==> config.mk <==
export PLATFORM = sky130hd
export DESIGN_NAME = xbar_cfg_top
export DESIGN_NICKNAME = d
export VERILOG_FILES = /design/src/rtl/xcfg_pkg.sv /design/src/rtl/xcfg_line_sync.sv /design/src/rtl/xcfg_i2c_target.sv /design/src/rtl/xcfg_reg_bank.sv /design/src/rtl/xbar_cfg_top.sv
export SDC_FILE = /design/constraint.sdc
export NUM_CORES = 1
export LEC_CHECK = 0
export BUFFER_PORTS_ARGS = -buffer_cell sky130_fd_sc_hd__buf_2
export CORE_UTILIZATION = 45
export DETAILED_ROUTE_END_ITERATION = 12
export GPL_TIMING_DRIVEN = 0
export PLACE_DENSITY_LB_ADDON = 0.08
export SLEW_MARGIN = 30
export SYNTH_ARGS = -nofsm -noshare
export SYNTH_HDL_FRONTEND = slang
export SYNTH_SLANG_ARGS = --single-unit
==> constraint.sdc <==
create_clock -name clk -period 6.8 [get_ports clk]
set_clock_uncertainty 0.15 [all_clocks]
set_input_delay 0.34 -clock clk [delete_from_list [all_inputs] [get_ports clk]]
set_output_delay 0.34 -clock clk [all_outputs]
set_load 0.005 [all_outputs]
==> src/rtl/xcfg_pkg.sv <==
package xcfg_pkg;
    localparam int          XB_OUTPUTS    = 9;
    localparam int          XB_INPUTS     = 12;
    localparam int          SEL_W         = 5;
    localparam int          GAIN_W        = 2;
    localparam logic [7:0]  OUT_REG_BASE  = 8'h01;
    localparam logic [7:0]  CLAMP_REG_LO  = 8'h1D;
    localparam logic [7:0]  CLAMP_REG_HI  = 8'h1E;
    localparam logic [6:0]  DEV_LOW_BITS  = 7'h06;

    typedef enum logic [2:0] {
        S_IDLE,
        S_GET_DEV,
        S_ACK_DEV,
        S_GET_PTR,
        S_ACK_PTR,
        S_GET_DATA,
        S_ACK_DATA,
        S_SKIP
    } tgt_state_t;
endpackage

==> src/rtl/xcfg_line_sync.sv <==
module xcfg_line_sync (
    input  logic clk,
    input  logic rst_n,
    input  logic scl_i,
    input  logic sda_i,
    output logic scl_s,
    output logic sda_s,
    output logic scl_rise,
    output logic scl_fall,
    output logic start_det,
    output logic stop_det
);
    logic scl_m, sda_m, scl_q, sda_q;

    always_ff @(posedge clk or negedge rst_n) begin
        if (!rst_n) begin
            scl_m <= 1'b1;
            sda_m <= 1'b1;
            scl_s <= 1'b1;
            sda_s <= 1'b1;
            scl_q <= 1'b1;
            sda_q <= 1'b1;
        end else begin
            scl_m <= scl_i;
            sda_m <= sda_i;
            scl_s <= scl_m;
            sda_s <= sda_m;
            scl_q <= scl_s;
            sda_q <= sda_s;
        end
    end

    assign scl_rise  = scl_s & ~scl_q;
    assign scl_fall  = ~scl_s & scl_q;
    assign start_det = scl_s & scl_q & sda_q & ~sda_s;
    assign stop_det  = scl_s & scl_q & ~sda_q & sda_s;
endmodule

==> src/rtl/xcfg_i2c_target.sv <==
module xcfg_i2c_target
    import xcfg_pkg::*;
(
    input  logic       clk,
    input  logic       rst_n,
    input  logic       sda_s,
    input  logic       scl_rise,
    input  logic       scl_fall,
    input  logic       start_det,
    input  logic       stop_det,
    input  logic       addr_sel,
    output logic       sda_oe,
    output logic       wr_en,
    output logic [7:0] wr_addr,
    output logic [7:0] wr_data
);
    tgt_state_t state_q, state_d;
    logic [7:0] shift_q;
    logic [3:0] bits_q;
    logic [7:0] ptr_q;
    logic       byte_done;
    logic [7:0] dev_byte;
    logic       is_rx;
    logic       ack_next;

    assign byte_done = scl_fall && (bits_q == 4'd8);
    assign dev_byte  = {addr_sel, DEV_LOW_BITS};
    assign is_rx     = (state_q == S_GET_DEV) || (state_q == S_GET_PTR) ||
                       (state_q == S_GET_DATA);
    assign ack_next  = (state_d == S_ACK_DEV) || (state_d == S_ACK_PTR) ||
                       (state_d == S_ACK_DATA);

    // next-state logic
    always_comb begin
        state_d = state_q;
        if (start_det) begin
            state_d = S_GET_DEV;
        end else if (stop_det) begin
            state_d = S_IDLE;
        end else begin
            unique case (state_q)
                S_IDLE:     state_d = S_IDLE;
                S_GET_DEV:  if (byte_done) state_d = (shift_q == dev_byte) ? S_ACK_DEV : S_SKIP;
                S_ACK_DEV:  if (scl_fall)  state_d = S_GET_PTR;
                S_GET_PTR:  if (byte_done) state_d = S_ACK_PTR;
                S_ACK_PTR:  if (scl_fall)  state_d = S_GET_DATA;
                S_GET_DATA: if (byte_done) state_d = S_ACK_DATA;
                S_ACK_DATA: if (scl_fall)  state_d = S_GET_DATA;
                S_SKIP:     state_d = S_SKIP;
                default:    state_d = S_IDLE;
            endcase
        end
    end

    // state register and receive datapath
    always_ff @(posedge clk or negedge rst_n) begin
        if (!rst_n) begin
            state_q <= S_IDLE;
            shift_q <= '0;
            bits_q  <= '0;
            ptr_q   <= '0;
        end else begin
            state_q <= state_d;
            if (state_q != state_d) begin
                bits_q <= '0;
            end else if (is_rx && scl_rise) begin
                shift_q <= {shift_q[6:0], sda_s};
                bits_q  <= bits_q + 4'd1;
            end
            if (state_q == S_GET_PTR && byte_done && !start_det && !stop_det)
                ptr_q <= shift_q;
            else if (state_q == S_ACK_DATA && state_d == S_GET_DATA)
                ptr_q <= ptr_q + 8'd1;
        end
    end

    // output process
    always_ff @(posedge clk or negedge rst_n) begin
        if (!rst_n) begin
            sda_oe  <= 1'b0;
            wr_en   <= 1'b0;
            wr_addr <= '0;
            wr_data <= '0;
        end else begin
            sda_oe  <= ack_next;
            wr_en   <= (state_q == S_GET_DATA) && (state_d == S_ACK_DATA);
            wr_addr <= ptr_q;
            wr_data <= shift_q;
        end
    end
endmodule

==> src/rtl/xcfg_reg_bank.sv <==
module xcfg_reg_bank
    import xcfg_pkg::*;
#(
    parameter int N_OUT = XB_OUTPUTS,
    parameter int N_IN  = XB_INPUTS
) (
    input  logic                    clk,
    input  logic                    rst_n,
    input  logic                    wr_en,
    input  logic [7:0]              wr_addr,
    input  logic [7:0]              wr_data,
    output logic [N_OUT-1:0]        out_en,
    output logic [GAIN_W*N_OUT-1:0] out_gain,
    output logic [N_OUT*N_IN-1:0]   out_sel,
    output logic [N_IN-1:0]         clamp_mode
);
    localparam int HI_W = N_IN - 8;

    logic [7:0]      clamp_lo_q;
    logic [HI_W-1:0] clamp_hi_q;

    for (genvar k = 0; k < N_OUT; k++) begin : g_out
        logic [7:0] ctrl_q;
        always_ff @(posedge clk or negedge rst_n) begin
            if (!rst_n)
                ctrl_q <= '0;
            else if (wr_en && wr_addr == OUT_REG_BASE + 8'(k))
                ctrl_q <= wr_data;
        end
        assign out_en[k] = ctrl_q[7];
        assign out_gain[GAIN_W*k +: GAIN_W] = ctrl_q[6:5];
        for (genvar j = 0; j < N_IN; j++) begin : g_sel
            assign out_sel[k*N_IN + j] = ctrl_q[7] && (ctrl_q[SEL_W-1:0] == SEL_W'(j + 1));
        end
    end

    always_ff @(posedge clk or negedge rst_n) begin
        if (!rst_n) begin
            clamp_lo_q <= '0;
            clamp_hi_q <= '0;
        end else if (wr_en) begin
            if (wr_addr == CLAMP_REG_LO) clamp_lo_q <= wr_data;
            if (wr_addr == CLAMP_REG_HI) clamp_hi_q <= wr_data[HI_W-1:0];
        end
    end

    assign clamp_mode = {clamp_hi_q, clamp_lo_q};
endmodule

==> src/rtl/xbar_cfg_top.sv <==
module xbar_cfg_top
    import xcfg_pkg::*;
#(
    parameter int N_OUT = XB_OUTPUTS,
    parameter int N_IN  = XB_INPUTS
) (
    input  logic                    clk,
    input  logic                    rst_n,
    input  logic                    scl_i,
    input  logic                    sda_i,
    input  logic                    addr_sel_i,
    output logic                    sda_oe_o,
    output logic [N_OUT-1:0]        out_en_o,
    output logic [GAIN_W*N_OUT-1:0] out_gain_o,
    output logic [N_OUT*N_IN-1:0]   out_sel_o,
    output logic [N_IN-1:0]         clamp_mode_o
);
    logic       scl_s, sda_s, scl_rise, scl_fall, start_det, stop_det;
    logic       wr_en;
    logic [7:0] wr_addr, wr_data;

    xcfg_line_sync u_sync (
        .clk       (clk),
        .rst_n     (rst_n),
        .scl_i     (scl_i),
        .sda_i     (sda_i),
        .scl_s     (scl_s),
        .sda_s     (sda_s),
        .scl_rise  (scl_rise),
        .scl_fall  (scl_fall),
        .start_det (start_det),
        .stop_det  (stop_det)
    );

    xcfg_i2c_target u_tgt (
        .clk       (clk),
        .rst_n     (rst_n),
        .sda_s     (sda_s),
        .scl_rise  (scl_rise),
        .scl_fall  (scl_fall),
        .start_det (start_det),
        .stop_det  (stop_det),
        .addr_sel  (addr_sel_i),
        .sda_oe    (sda_oe_o),
        .wr_en     (wr_en),
        .wr_addr   (wr_addr),
        .wr_data   (wr_data)
    );

    xcfg_reg_bank #(.N_OUT(N_OUT), .N_IN(N_IN)) u_regs (
        .clk        (clk),
        .rst_n      (rst_n),
        .wr_en      (wr_en),
        .wr_addr    (wr_addr),
        .wr_data    (wr_data),
        .out_en     (out_en_o),
        .out_gain   (out_gain_o),
        .out_sel    (out_sel_o),
        .clamp_mode (clamp_mode_o)
    );
endmodule

### Word-level counts from Yosys, hierarchy flattened

Cells that the tools add are included.

| storage, ports and cells | value |
|---|---|
| flip-flop bits (word level) | 131 |
| bits in latches | 0 |
| bits in writable memories | 0 |
| ROM bits | 0 |
| input bits | 5 |
| output and inout port bits | 148 |
| logic and storage cells | 322 |
| memories kept | 0 |

| cells by class | value |
|---|---|
| add/subtract/negate cells | 2 |
| multipliers | 0 |
| div/mod/pow operators | 0 |
| magnitude comparators | 0 |
| equality and inequality tests | 133 |
| shift-type cells | 0 |
| muxes and demuxes | 13 |
| bitwise logic cells | 12 |
| reductions and logical operators | 137 |

Operators with widths:

| operator | number |
|---|---|
| == test 5 x 4 -> 1 bit (second input constant) | 45 |
| == test 5 x 3 -> 1 bit (second input constant) | 36 |
| logical AND 1 bit | 124 |
| == test 5 x 2 -> 1 bit (second input constant) | 18 |
| == test 5 x 1 -> 1 bit (second input constant) | 9 |
| == test 8 x 3 -> 1 bit (second input constant) | 4 |
| two-way mux 3 bit | 8 |
| == test 3 bit (second input constant) | 7 |
| one-hot mux 3 bit (7 select lines) | 1 |
| == test 8 x 2 -> 1 bit (second input constant) | 2 |
| == test 8 x 4 -> 1 bit (second input constant) | 2 |
| == test 8 x 5 -> 1 bit (second input constant) | 2 |
| two-way mux 8 bit | 2 |
| == test 3 x 2 -> 1 bit (second input constant) | 3 |
| adder 8 x 1 -> 8 bit (second input constant) | 1 |
| == test 8 x 1 -> 1 bit (second input constant) | 1 |
| == test 8 bit | 1 |
| two-way mux 4 bit | 2 |
| AND 1 bit | 7 |
| AND reduction 2 bit | 3 |
| NOT 1 bit | 5 |
| adder 4 x 1 -> 4 bit (second input constant) | 1 |
| == test 4 bit (second input constant) | 1 |
| logical OR 1 bit | 4 |
| 6 further kinds | 8 |

### Longest topological paths before layout

Gate-level depths: netlist (run 1).

| logic depth | value |
|---|---|
| depth in word-level cells | 11 |
| depth in mapped cells | 7 |
| mapped depth without buffers | 6 |

### Modules after synthesis

Synthesis (run 1) repeated with hierarchy kept, for this count alone.

| unflattened totals | value |
|---|---|
| cell total of the unflattened synthesis | 562 |
| area, all modules | 6,412.4 sq um |

By module, submodules not included:

| module | instances | cells each | area each (sq um) | seq. area each (sq um) |
|---|---|---|---|---|
| xcfg_reg_bank | 1 | 398 | 4,428.0 | 2,102.0 |
| xcfg_i2c_target | 1 | 154 | 1,794.2 | 1,026.0 |
| xcfg_line_sync | 1 | 10 | 190.2 | 157.7 |

### Worst setup path before layout (run 1)

Ideal clock, no wire load.

| timing | value |
|---|---|
| kind | reg2reg |
| start point | register u_tgt.wr_addr[5] |
| end point | register u_regs.g_out[7].ctrl_q[0] |
| arrival time | 2,041 ps |
| setup slack | 4,484 ps |
| cell stages (with the launch flop) | 5 |
| buffers on the path | 0 |
| clock period less this slack | 2,316 ps |
| cells stage by stage | dfrtp_1 or4b_4 or4b_4 nor3_4 mux2_2 |

| on the way | value |
|---|---|
| longest elaborated chain between the ends | 2 |

RTL lines:

| element | line | source |
|---|---|---|
| from (decl) | xcfg_i2c_target.sv:14 | `output logic [7:0] wr_addr,` |
| from (signal assigned) | xcfg_i2c_target.sv:87 | `wr_addr <= ptr_q;` |
| == test 8 x 4 -> 1 bit | xcfg_reg_bank.sv:27 | `else if (wr_en && wr_addr == OUT_REG_BASE + 8'(k))` |
| logical AND 1 bit | xcfg_reg_bank.sv:27 |  |
| to (signal assigned) | xcfg_reg_bank.sv:28 | `ctrl_q <= wr_data;` |
| to (decl) | xcfg_reg_bank.sv:23 | `logic [7:0] ctrl_q;` |

Every way passes these cells.
A chain may end at the register's enable or synchronous reset.

### Worst setup path after layout (run 1)

| timing | value |
|---|---|
| start point | register u_sync.scl_q |
| end point | register u_tgt.ptr_q[1] |

| on the way | value |
|---|---|
| longest elaborated chain between the ends | 9 |
| elaborated cells between the ends (all ways) | 24 |
| classes of those cells | eq/ne: 1; mux: 9; bitwise: 6; reduce/logical: 8 |

RTL lines:

| element | line | source |
|---|---|---|
| from (decl) | xcfg_line_sync.sv:13 | `logic scl_m, sda_m, scl_q, sda_q;` |
| from (signal assigned) | xcfg_line_sync.sv:28 | `scl_q <= scl_s;` |
| AND 1 bit | xcfg_line_sync.sv:34 | `assign scl_fall = ~scl_s & scl_q;` |
| logical AND 1 bit | xcfg_i2c_target.sv:26 | `assign byte_done = scl_fall && (bits_q == 4'd8);` |
| two-way mux 3 bit (on tied branches) | xcfg_i2c_target.sv:47, xcfg_i2c_target.sv:43, xcfg_i2c_target.sv:45 |  |
| one-hot mux 3 bit (7 select lines) | xcfg_i2c_target.sv:41 | `unique case (state_q)` |
| two-way mux 3 bit | xcfg_i2c_target.sv:38 | `end else if (stop_det) begin` |
| two-way mux 3 bit | xcfg_i2c_target.sv:36 | `if (start_det) begin` |
| == test 3 bit | xcfg_i2c_target.sv:72 | `else if (state_q == S_ACK_DATA && state_d == S_GET_DATA)` |
| logical AND 1 bit | xcfg_i2c_target.sv:72 |  |
| nonzero test 2 bit (no line) | - |  |
| to (signal assigned) | xcfg_i2c_target.sv:71 | `ptr_q <= shift_q;` |
| to (signal assigned) | xcfg_i2c_target.sv:73 | `ptr_q <= ptr_q + 8'd1;` |
| to (decl) | xcfg_i2c_target.sv:20 | `logic [7:0] ptr_q;` |

Parallel ways exist; a longest one is shown, timed or not.

==> results.yml, run 1 <==
run_status:
  run_status: "finished clean"
logic_synthesis:
  synth-main-ff-cell: "sky130_fd_sc_hd__dfrtp_1"
  synth-warning-count: 0
  post_synthesis_cell_count: 574
  post_synth_instance_area_mm2: 0.00629
  netlist-cell-type-count: 50
  postSynthAreaPerCell_um2: 11.0
  postSynthNetCount: 582
  synth-seq-area-share: 0.522
  asyncSetResetFlopFracSynth: 1.00
  synth_edf_count: 0
  synth-seq-cells: 131
sta:
  setup_ws_ns: 4.22
  finalMaxSlewViolations: 0
  maximum_operating_frequency_mhz: 387
  slew_headroom: 0.464
  total_setup_violations_reported_at_the_end_of_the_flow: 0
  setup_repair_after_global_routing_missed_its_margin: "no"
  post-route-min-period_ns: 2.58
  worst_pin_slew_ns: 0.804
  final_min_period_over_clock_period: 0.380
  finalSetupTns_ns: 0
  final_hold_violating_endpoints: 0
power_and_ir_drop:
  combPwrFrac: 0.094
  net_sw_frac: 0.248
  fin_total_pwr_w: 0.00206
  seq_power_share: 0.431
  static-leakage-power_nw: 4.06
  switchingPower_w: 0.000510
  cell_internal_pwr_w: 0.00155
  pwr_density_cell_mw_per_mm2: 258
  clock_power_frac: 0.476
  irDropWorstVdd_v: 0.000169
worst_setup_path:
  crit_chain: "clkbuf_1, nand2b_1, nor4b_2, clkbuf_1, nor3_1, a211oi_1"
  worst_path_max_delay_cell: "sky130_fd_sc_hd__nor4b_2"
  worst-path-buf-inv: 2
  timing.critical_path.slowest_cell_delay_ns: 0.63
  criticalPathCategory: "flop to flop"
  critPathRequiredTime_ns: 6.97
  end_kind: "flop"
  worst-path-max-fanout: 10
  timing.critical_path.max_delay_family: "simple AND/OR/NAND/NOR gates"
  worst_setup_path_start_kind: "flop"
  cpMostUsedCell: "sky130_fd_sc_hd__clkbuf_1"
  critPathArrivalTime_ns: 2.75
die:
  die_area_mm2: 0.0145
  core.rowCount: 42
  start_util: 0.468
  io_pins: 153
  die_h_um: 120
  die_width_um: 120
  floorplan.core_area_mm2: 0.0135
clock_tree:
  numCtsBuffers: 17
  clockBufferDepth: 2
  postCtsSetupBuffers: 0
  cts.sink_count: 131
  clock_pin_slew_on_the_worst_setup_and_hold_paths_ns: 0.05
  cts_tree: "yes"
  clk_latency_ns: 0.42
  cts_max_level: 4
  clk_root_buffer_cell: "sky130_fd_sc_hd__clkbuf_16"
detailed_routing:
  met3_wirelength_um: 507
  pre_repair_dr_iteration_count: 5
  avgViaCountPerCell: 5.10
  drcViolationCount: 0
  met2_wirelength_um: 7120
  dr.first_iter.drc_count: 179
  detailroute.via_count: 4788
  ant_nets: 0
  wire_length_after_detailed_routing_um: 13900
  wl_met1_um: 6070
  wire_per_inst_um: 14.8
  uppermost_metal_layer_occupied_by_signal_nets: "met4"
cells_and_area:
  synthToLayoutAreaGrowth_pct: 26.7
  final_common_cell: "sky130_fd_sc_hd__buf_2"
  antenna_cells_inserted: 0
  fill_cells: 1140
  most-common-layout-cells: "sky130_fd_sc_hd__buf_2, sky130_fd_sc_hd__dfrtp_1, sky130_fd_sc_hd__nor2_1"
  layout.nets: 757
  final_layout_size_suffix_gt1_frac: 0.434
global_routing:
  grt_start_max_net_pins: 89
  grt_first_pass_wirelength_um: 22500
  via_count_of_the_first_global_routing_pass: 4585
  globalRouteTotalUtil: 0.203
  grt_antenna_before_repair: 0
  grt_overflow: 0
hold_path:
  min-delay-path-class: "flop to flop"
placement:
  portBuffers: 152
  detailedPlace.worstSlack_ns: 4.24
  weighted_congestion_at_the_end_of_routability_driven_global_placement: 0.774
  hpwl_um: 9930
flow_run:
  cap_viol_max_count: 0
==> cell usage after synthesis, drive strengths merged (3+ instances only) <==
master    n  area [um^2]
or2      13         81.3
nand3b   11         82.6
nor2b     5         31.3
buf      32          223
nand2    36          140
o21ai     7         35.0
or4b      3         37.5
nor2    100          380
nand2b   31          194
ha        3         37.5
nor4      4         25.0
inv       7         26.3
nor3     28          151
nor4b    13          126
mux2     91         1020
xnor2     8         70.1
dfstp     6          158
dfrtp   125         3130
clkbuf    8         30.0
nand3     6         35.0
or3      10         62.6
==> sequential cells by signal (all words and copies together), names as in the netlist <==
signal / count
u_sync.sda_s: 1
u_tgt.sda_oe: 1
u_sync.scl_m: 1
u_tgt.state_q: 3
u_sync.sda_m: 1
u_sync.sda_q: 1
u_regs.g_out.ctrl_q: 72
u_regs.clamp_lo_q: 8
u_sync.scl_s: 1
u_tgt.ptr_q: 8
u_tgt.wr_en: 1
u_tgt.wr_addr: 8
u_tgt.wr_data: 8
u_regs.clamp_hi_q: 4
u_tgt.bits_q: 4
u_tgt.shift_q: 8
u_sync.scl_q: 1
==> per-layer routing <==
layer | up-vias | track usage
met1 | 2352 | 0.246
met4 | 0 | 0.0818
met3 | 16 | 0.0486
li1 | 2320 | -
met5 | - | 0
met2 | 100 | 0.347
==> power by group through the flow <==
stage                     combinational [W]  sequential [W]  clock (W)
after floorplan                    0.000102        0.000881          0
after global placement             0.000193        0.000897          0
after detailed placement           0.000199        0.000899          0
after CTS                          0.000201        0.000886   0.000995
after global routing               0.000215        0.000895    0.00103
final                              0.000192        0.000886   0.000977
==> final timing paths <==
check                                   from                        end  slack, ns  depth (start not counted)
worst min-delay path            u_sync.scl_m               u_sync.scl_s       0.20                          0
worst max-delay path            u_sync.scl_q             u_tgt.ptr_q[1]       4.22                          6
worst max register to register  u_sync.scl_q             u_tgt.ptr_q[1]       4.22                          6
min in group asynchronous              rst_n  u_regs.g_out[5].ctrl_q[0]       0.26                          2
max in group asynchronous              rst_n               u_sync.sda_m       5.50                          3
worst min register to register  u_sync.scl_m               u_sync.scl_s       0.20                          0
==> through the flow <==
stage / hold slack (ns) / area [um^2] / std cells / util
CTS: 0.207 / 7970 / 938 / 0.593
detailed placement: 0.104 / 7310 / 903 / 0.543
floorplan: -0.106 / 6290 / 574 / -
finish: 0.205 / 7970 / 938 / 0.593
global placement: 0.195 / 7270 / 902 / 0.541
global route: 0.207 / 7970 / 938 / 0.593
==> cell families after synthesis <==
kind of cell / after synthesis / synth area share
xor gates and xnor gates: 8 / 0.0111
and+or+nand+nor: 269 / 0.225
DFF: 131 / 0.522
buffers and inverters: 47 / 0.0443
adders and majority gates: 3 / 0.00597
muxes: 93 / 0.166
AOI/OAI and AO/OA: 23 / 0.0257
==> final cells by class <==
class	count	area (um^2)	share of cell area
Inverter	7	26.3	0.00330
Timing Repair Buffer	156	828	0.104
Sequential cell	131	3290	0.412
Tap cell	176	220	0.0276
Multi-Input combinational cell	396	2730	0.342
Clock buffer	21	450	0.0565
Buffer	40	253	0.0317
Clock inverter	11	183	0.0229
==> timing repair <==
action,CTS,global route
gates resized for setup,0,0
hold endpoints to repair,45,0
hold buffers,3,0
(Power assumes the default switching activity.)
==> run 2: changes to the inputs <==
==> constraint.sdc (replaced) <==
create_clock -name clk -period 2.5 [get_ports clk]
set_clock_uncertainty 0.15 [all_clocks]
set_input_delay 0.125 -clock clk [delete_from_list [all_inputs] [get_ports clk]]
set_output_delay 0.125 -clock clk [all_outputs]
set_load 0.005 [all_outputs]
==> run 2 against run 1 <==
Effect of this change:
- clock power increased to 2.7 times the previous value
- design area is 0.50% higher
- via count is essentially flat
- combinational power grew to 2.7 times the previous value
- sequential power grew to 2.7 times the previous value
- final cell count fell by 0.11%
- non-clock buffer count shrank 1
- sequential share of layout area fell by 0.21 points
- worst hold slack got worse by 0.16 ns
- power increased to 2.7 times the previous value
- first-iteration DRC count up 11%
- sequential cell count did not move
==> results.yml, run 2 (synthesized netlist as in run 1, its figures left out) <==
cells_and_area:
  largest_register_ffs: 72
  layout.cells.non_filler: 937
  largest_register: "u_regs.g_out.ctrl_q"
  design_area_mm2: 0.00801
  synthToLayoutAreaGrowth_pct: 27.4
  final_common_cell: "sky130_fd_sc_hd__buf_2"
  final_layout_size_suffix_gt1_frac: 0.442
  most-common-layout-cells: "sky130_fd_sc_hd__buf_2, sky130_fd_sc_hd__dfrtp_1, sky130_fd_sc_hd__nor2_1"
  antenna_cells_inserted: 0
  layout.nets: 756
detailed_routing:
  pre_repair_dr_iteration_count: 4
  wire_per_inst_um: 14.9
  detailroute.via_count: 4784
  avgViaCountPerCell: 5.11
  drcViolationCount: 0
  ant_nets: 0
  wire_length_after_detailed_routing_um: 13900
  dr.first_iter.drc_count: 198
clock_tree:
  numCtsBuffers: 17
  clock_pin_slew_on_the_worst_setup_and_hold_paths_ns: 0.05
  cts_tree: "yes"
  clk_latency_ns: 0.42
  cts.sink_count: 131
  clk_root_buffer_cell: "sky130_fd_sc_hd__clkbuf_16"
  clockBufferDepth: 2
  cts_max_level: 4
die:
  die_width_um: 120
  die_area_mm2: 0.0145
  core.rowCount: 42
  io_pins: 153
  die_h_um: 120
  floorplan.core_area_mm2: 0.0135
  start_util: 0.468
power_and_ir_drop:
  static-leakage-power_nw: 4.07
  combPwrFrac: 0.093
  pwr_density_cell_mw_per_mm2: 698
  irDropWorstVdd_v: 0.000461
  cell_internal_pwr_w: 0.00420
  clock_power_frac: 0.475
  seq_power_share: 0.432
  switchingPower_w: 0.00139
  net_sw_frac: 0.248
sta:
  post-route-min-period_ns: 2.45
  total_setup_violations_reported_at_the_end_of_the_flow: 0
  final_hold_violating_endpoints: 0
  worst_pin_slew_ns: 0.811
  maximum_operating_frequency_mhz: 409
  finalMaxSlewViolations: 0
  final_min_period_over_clock_period: 0.979
  setup_repair_after_global_routing_missed_its_margin: "no"
  slew_headroom: 0.460
flow_run:
  cap_viol_max_count: 0
global_routing:
  grt_antenna_before_repair: 0
  globalRouteTotalUtil: 0.203
  grt_start_max_net_pins: 89
  via_count_of_the_first_global_routing_pass: 4585
  grt_overflow: 0
  grt_first_pass_wirelength_um: 22500
placement:
  portBuffers: 152
  postPlaceCellArea_mm2: 0.00731
  hpwl_um: 9930
  placed_instances: 903
  weighted_congestion_at_the_end_of_routability_driven_global_placement: 0.774
hold_path:
  min-delay-path-class: "primary input to async pin"
worst_setup_path:
  critPathArrivalTime_ns: 2.59
  crit_chain: "or4b_4, or4b_4, nor3_4, buf_12, mux2_2"
  worst_path_max_delay_cell: "sky130_fd_sc_hd__or4b_4"
  worst-path-max-fanout: 8
  timing.critical_path.slowest_cell_delay_ns: 0.57
  criticalPathCategory: "flop to flop"
  critPathRequiredTime_ns: 2.65
  end_kind: "flop"
  cpMostUsedCell: "sky130_fd_sc_hd__or4b_4"
  worst_setup_path_start_kind: "flop"
run_status:
  run_status: "finished clean"
## run 2: path summary, 6_finish.rpt
kind,start,to,slack [ns],cells after the start
setup / recovery,u_tgt.wr_addr[5],u_regs.g_out[7].ctrl_q[1],0.05,5
hold / removal,rst_n,u_regs.g_out[5].ctrl_q[0],0.04,2
setup reg to reg,u_tgt.wr_addr[5],u_regs.g_out[7].ctrl_q[1],0.05,5
hold reg to reg,u_sync.scl_m,u_sync.scl_s,0.20,0
max in group asynchronous,rst_n,u_sync.sda_m,1.41,3
min in group clk,addr_sel_i,u_tgt.state_q[2],0.05,5
## run 2: power groups by stage
| stage | sequential [W] | combinational [W] | clock [W] |
|---|---|---|---|
| 6_report | 0.00241 | 0.000520 | 0.00266 |
| 5_1_grt | 0.00244 | 0.000582 | 0.00281 |
| 4_1_cts | 0.00241 | 0.000548 | 0.00271 |
| 3_5_place_dp | 0.00245 | 0.000541 | 0 |
| 3_3_place_gp | 0.00244 | 0.000525 | 0 |
| 2_1_floorplan | 0.00240 | 0.000277 | 0 |
## run 2: what timing repair did
item / 4_1_cts / 5_1_grt
endpoints found under the hold margin: 131 / 0
pin swaps: 0 / 1
hold buffers: 3 / 0
setup buffers: 0 / 1
gates resized for setup: 2 / 6
cloned: 0 / 0
endpoints found under the setup margin: 5 / 26
## run 2: layer usage
layer | wire length [um] | track usage | vias to the layer above | part of all wire
li1 | - | - | 2315 | -
met1 | 6110 | 0.246 | 2358 | 0.44
met2 | 7140 | 0.347 | 98 | 0.51
met3 | 507 | 0.0486 | 13 | 0.036
met4 | 191 | 0.0818 | 0 | 0.014
met5 | 0 | 0 | - | 0
## run 2: area by class of cell
type	count	area, um^2
Tap cell	176	220
Clock buffer	21	450
Clock inverter	11	183
Timing Repair Buffer	157	848
Multi-Input combinational cell	396	2750
Sequential cell	131	3290
Inverter	7	26.3
Buffer	38	248
Fill cell	1135	5440
## run 2: metrics by stage
| step | setup TNS (ns) | hold slack (ns) | utilization | power (W) | setup WS, ns |
|---|---|---|---|---|---|
| global placement | -64.97 | 0.0818 | 0.541 | 0.00296 | -0.532 |
| finish | 0 | 0.0435 | 0.596 | 0.00559 | 0.0535 |
| global route | 0 | 0.0652 | 0.596 | 0.00583 | 0.00470 |
| detailed placement | -0.0583 | -0.111 | 0.543 | 0.00299 | -0.0583 |
| floorplan | 0 | -0.321 | - | 0.00267 | 0.184 |
| CTS | 0 | 0.0366 | 0.594 | 0.00567 | 0.0123 |
## run 2: worst max-delay path: cells and delay by family, from the launching register on
family / cells / cell delay, ns
simple gates: 3 / 1.34
flops: 1 / 0.36
mux: 1 / 0.32
buf+inv: 1 / 0.15
==> run 3: changes to the inputs <==
--- a/config.mk
+++ b/config.mk
@@ -10,7 +10,9 @@
 export DETAILED_ROUTE_END_ITERATION = 12
 export GPL_TIMING_DRIVEN = 0
 export PLACE_DENSITY_LB_ADDON = 0.08
+export RECOVER_POWER = 25
 export SLEW_MARGIN = 30
 export SYNTH_ARGS = -nofsm -noshare
 export SYNTH_HDL_FRONTEND = slang
+export SYNTH_HIERARCHICAL = 1
 export SYNTH_SLANG_ARGS = --single-unit
==> run 3 against run 2 <==
Effect of this change:
- synthesized cell count fell by 2.1%
- combinational power fell by 81%
- routed wire length is 2.5% higher
- core utilization decreased by 0.96 points
- design area grew 1.5%
- final cell count is 0.53% lower
- die area rose by 1.9%
- critical path type unchanged
- largest cell class unchanged
==> results.yml, run 3 <==
detailed_routing:
  wire_length_after_detailed_routing_um: 14300
  drcViolationCount: 0
  wire_per_inst_um: 15.3
  avgViaCountPerCell: 5.23
  dr.first_iter.drc_count: 290
  pre_repair_dr_iteration_count: 4
  detailroute.via_count: 4870
  ant_nets: 0
power_and_ir_drop:
  static-leakage-power_nw: 4.15
  combPwrFrac: 0.020
  clock_power_frac: 0.541
  net_sw_frac: 0.193
  cell_internal_pwr_w: 0.00395
  switchingPower_w: 0.000945
  irDropWorstVdd_v: 0.000455
  seq_power_share: 0.439
  pwr_density_cell_mw_per_mm2: 602
cells_and_area:
  final_layout_size_suffix_gt1_frac: 0.469
  synthToLayoutAreaGrowth_pct: 26.9
  largest_register_ffs: 72
  utilization: 0.586
  layout.nets: 747
  most-common-layout-cells: "sky130_fd_sc_hd__buf_2, sky130_fd_sc_hd__dfrtp_1, sky130_fd_sc_hd__mux2_2"
  design_area_mm2: 0.00814
  final_common_cell: "sky130_fd_sc_hd__buf_2"
  antenna_cells_inserted: 0
  largest_register: "u_regs/g_out.ctrl_q"
placement:
  weighted_congestion_at_the_end_of_routability_driven_global_placement: 0.851
  hpwl_um: 9970
  postPlaceCellArea_mm2: 0.00744
  detailedPlace.worstSlack_ns: -0.175
  portBuffers: 152
sta:
  finalMaxSlewViolations: 0
  slew_headroom: 0.213
  post-route-min-period_ns: 2.42
  hold-worst-slack_ns: 0.110
  setup_ws_ns: 0.0767
  worst_pin_slew_ns: 1.18
  final_hold_violating_endpoints: 0
  final_min_period_over_clock_period: 0.969
  maximum_operating_frequency_mhz: 413
  total_setup_violations_reported_at_the_end_of_the_flow: 0
logic_synthesis:
  synth_commonest_cells: "sky130_fd_sc_hd__dfrtp_1, sky130_fd_sc_hd__mux2_2, sky130_fd_sc_hd__nor2_1"
  synth-warning-count: 6
  synth-main-ff-cell: "sky130_fd_sc_hd__dfrtp_1"
  synth-seq-area-share: 0.512
  synth-seq-cells: 131
  postSynthNetCount: 570
  yosysTopAreaCellShare: 0.488
  post-synth-top-count-cell: "sky130_fd_sc_hd__dfrtp_1"
  synth.top_cells.by_area: "sky130_fd_sc_hd__dfrtp_1, sky130_fd_sc_hd__mux2_2, sky130_fd_sc_hd__nor2_1"
  postSynthAreaPerCell_um2: 11.4
  post_synthesis_cell_count: 562
  netlist-cell-type-count: 56
  asyncSetResetFlopFracSynth: 1.00
  post_synth_instance_area_mm2: 0.00641
  synth_top_area_cell: "sky130_fd_sc_hd__dfrtp_1"
  synth_edf_count: 0
worst_setup_path:
  criticalPathCategory: "flop to flop"
  worst-path-buf-inv: 1
  end_kind: "flop"
  timing.critical_path.slowest_cell_delay_ns: 0.54
  critPathArrivalTime_ns: 2.57
  worst_setup_path_start_kind: "flop"
  worstReg2RegStart: "u_sync/scl_q"
  critPathRequiredTime_ns: 2.65
  worst-path-max-fanout: 8
  timing.critical_path.max_delay_family: "simple AND/OR/NAND/NOR gates"
  timing.critical_path.from: "u_sync/scl_q"
  crit_chain: "nor2b_4, nand3b_4, or3_4, a22o_4, o21ai_4, buf_12, mux2_2"
  worst_path_max_delay_cell: "sky130_fd_sc_hd__dfstp_2"
clock_tree:
  numCtsBuffers: 17
  clk_latency_ns: 0.42
  clock_pin_slew_on_the_worst_setup_and_hold_paths_ns: 0.05
  cts_max_level: 4
  cts.sink_count: 131
  clk_root_buffer_cell: "sky130_fd_sc_hd__clkbuf_16"
  cts_tree: "yes"
  clockBufferDepth: 2
global_routing:
  grt_first_pass_wirelength_um: 23200
  globalRouteTotalUtil: 0.206
  grt_antenna_before_repair: 0
  grt_start_max_net_pins: 85
  via_count_of_the_first_global_routing_pass: 4628
  grt_overflow: 0
flow_run:
  cap_viol_max_count: 0
die:
  die_area_mm2: 0.0147
  io_pins: 153
  start_util: 0.462
  die_h_um: 121
  die_width_um: 121
  floorplan.core_area_mm2: 0.0139
  core.rowCount: 43
hold_path:
  min-delay-path-class: "primary input to flop"
  worst_min_path_start: "addr_sel_i"
run_status:
  run_status: "finished clean"
==> run 3: timing repair <==
item	in CTS	in global routing
hold buffers	3	0
setup buffers	2	0
endpoints found under the setup margin	18	20
endpoints found under the hold margin	127	0
resized for setup	2	9
pin swaps	2	1
==> run 3: power by group through the flow <==
stage / sequential, W / clock, W / combinational [W]
6_report: 0.00215 / 0.00265 / 0.0000982
5_1_grt: 0.00215 / 0.00280 / 0.000114
4_1_cts: 0.00215 / 0.00271 / 0.000105
3_5_place_dp: 0.00218 / 0 / 0.0000998
3_3_place_gp: 0.00218 / 0 / 0.0000909
2_1_floorplan: 0.00218 / 0 / 0.0000369
==> run 3: worst paths after layout <==
kind / to / slack (ns) / cells after the start
setup / recovery: u_tgt/shift_q[5] / 0.08 / 7
hold / removal: u_tgt/state_q[2] / 0.11 / 4
setup reg to reg: u_tgt/shift_q[5] / 0.08 / 7
hold reg to reg: u_sync/sda_s / 0.21 / 0
max in group asynchronous: u_tgt/bits_q[1] / 0.56 / 3
min in group asynchronous: u_regs/g_out[4].ctrl_q[0] / 0.32 / 2
==> run 3: worst min-delay path, delay by kind of cell <==
| kind | cells | cell delay, ns |
|---|---|---|
| AO/OA/AOI/OAI | 1 | 0.22 |
| AND/OR/NAND/NOR | 1 | 0.14 |
| buffers and inverters | 1 | 0.09 |
| XOR/XNOR | 1 | 0.07 |
==> run 3: routing by layer <==
metal	up-vias	global-route usage	part of all wire
met5	-	0	0
met4	0	0.0787	0.015
met3	19	0.0545	0.041
met2	103	0.332	0.50
met1	2419	0.265	0.45
li1	2329	-	-
==> run 3: metrics by stage <==
stage / std cells / total power [W] / TNS (ns)
finish: 932 / 0.00490 / 0
global route: 932 / 0.00506 / -0.00941
global placement: 894 / 0.00227 / -65.62
CTS: 932 / 0.00496 / 0
detailed placement: 895 / 0.00228 / -1.73
floorplan: 562 / 0.00222 / 0
==> run 3: area by class of cell <==
type                       instances  area [um^2]
fill                            1171         5750
sequential                       131         3290
multi-input combinational        384         2870
timing repair buffer             158          830
clock buffer                      21          450
buffer                            41          267
tap                              180          225
clock inverter                    11          183
inverter                           6         22.5
==> run 3: kinds of logic after synthesis <==
group | count (synthesis) | share of synthesized area
buffers and inverters | 47 | 0.0449
AND/OR/NAND/NOR | 250 | 0.232
AO/OA/AOI/OAI | 34 | 0.0365
multiplexers | 93 | 0.163
XOR/XNOR | 4 | 0.00546
flip-flops | 131 | 0.512
adder cells (fa/ha/maj) | 3 | 0.00585
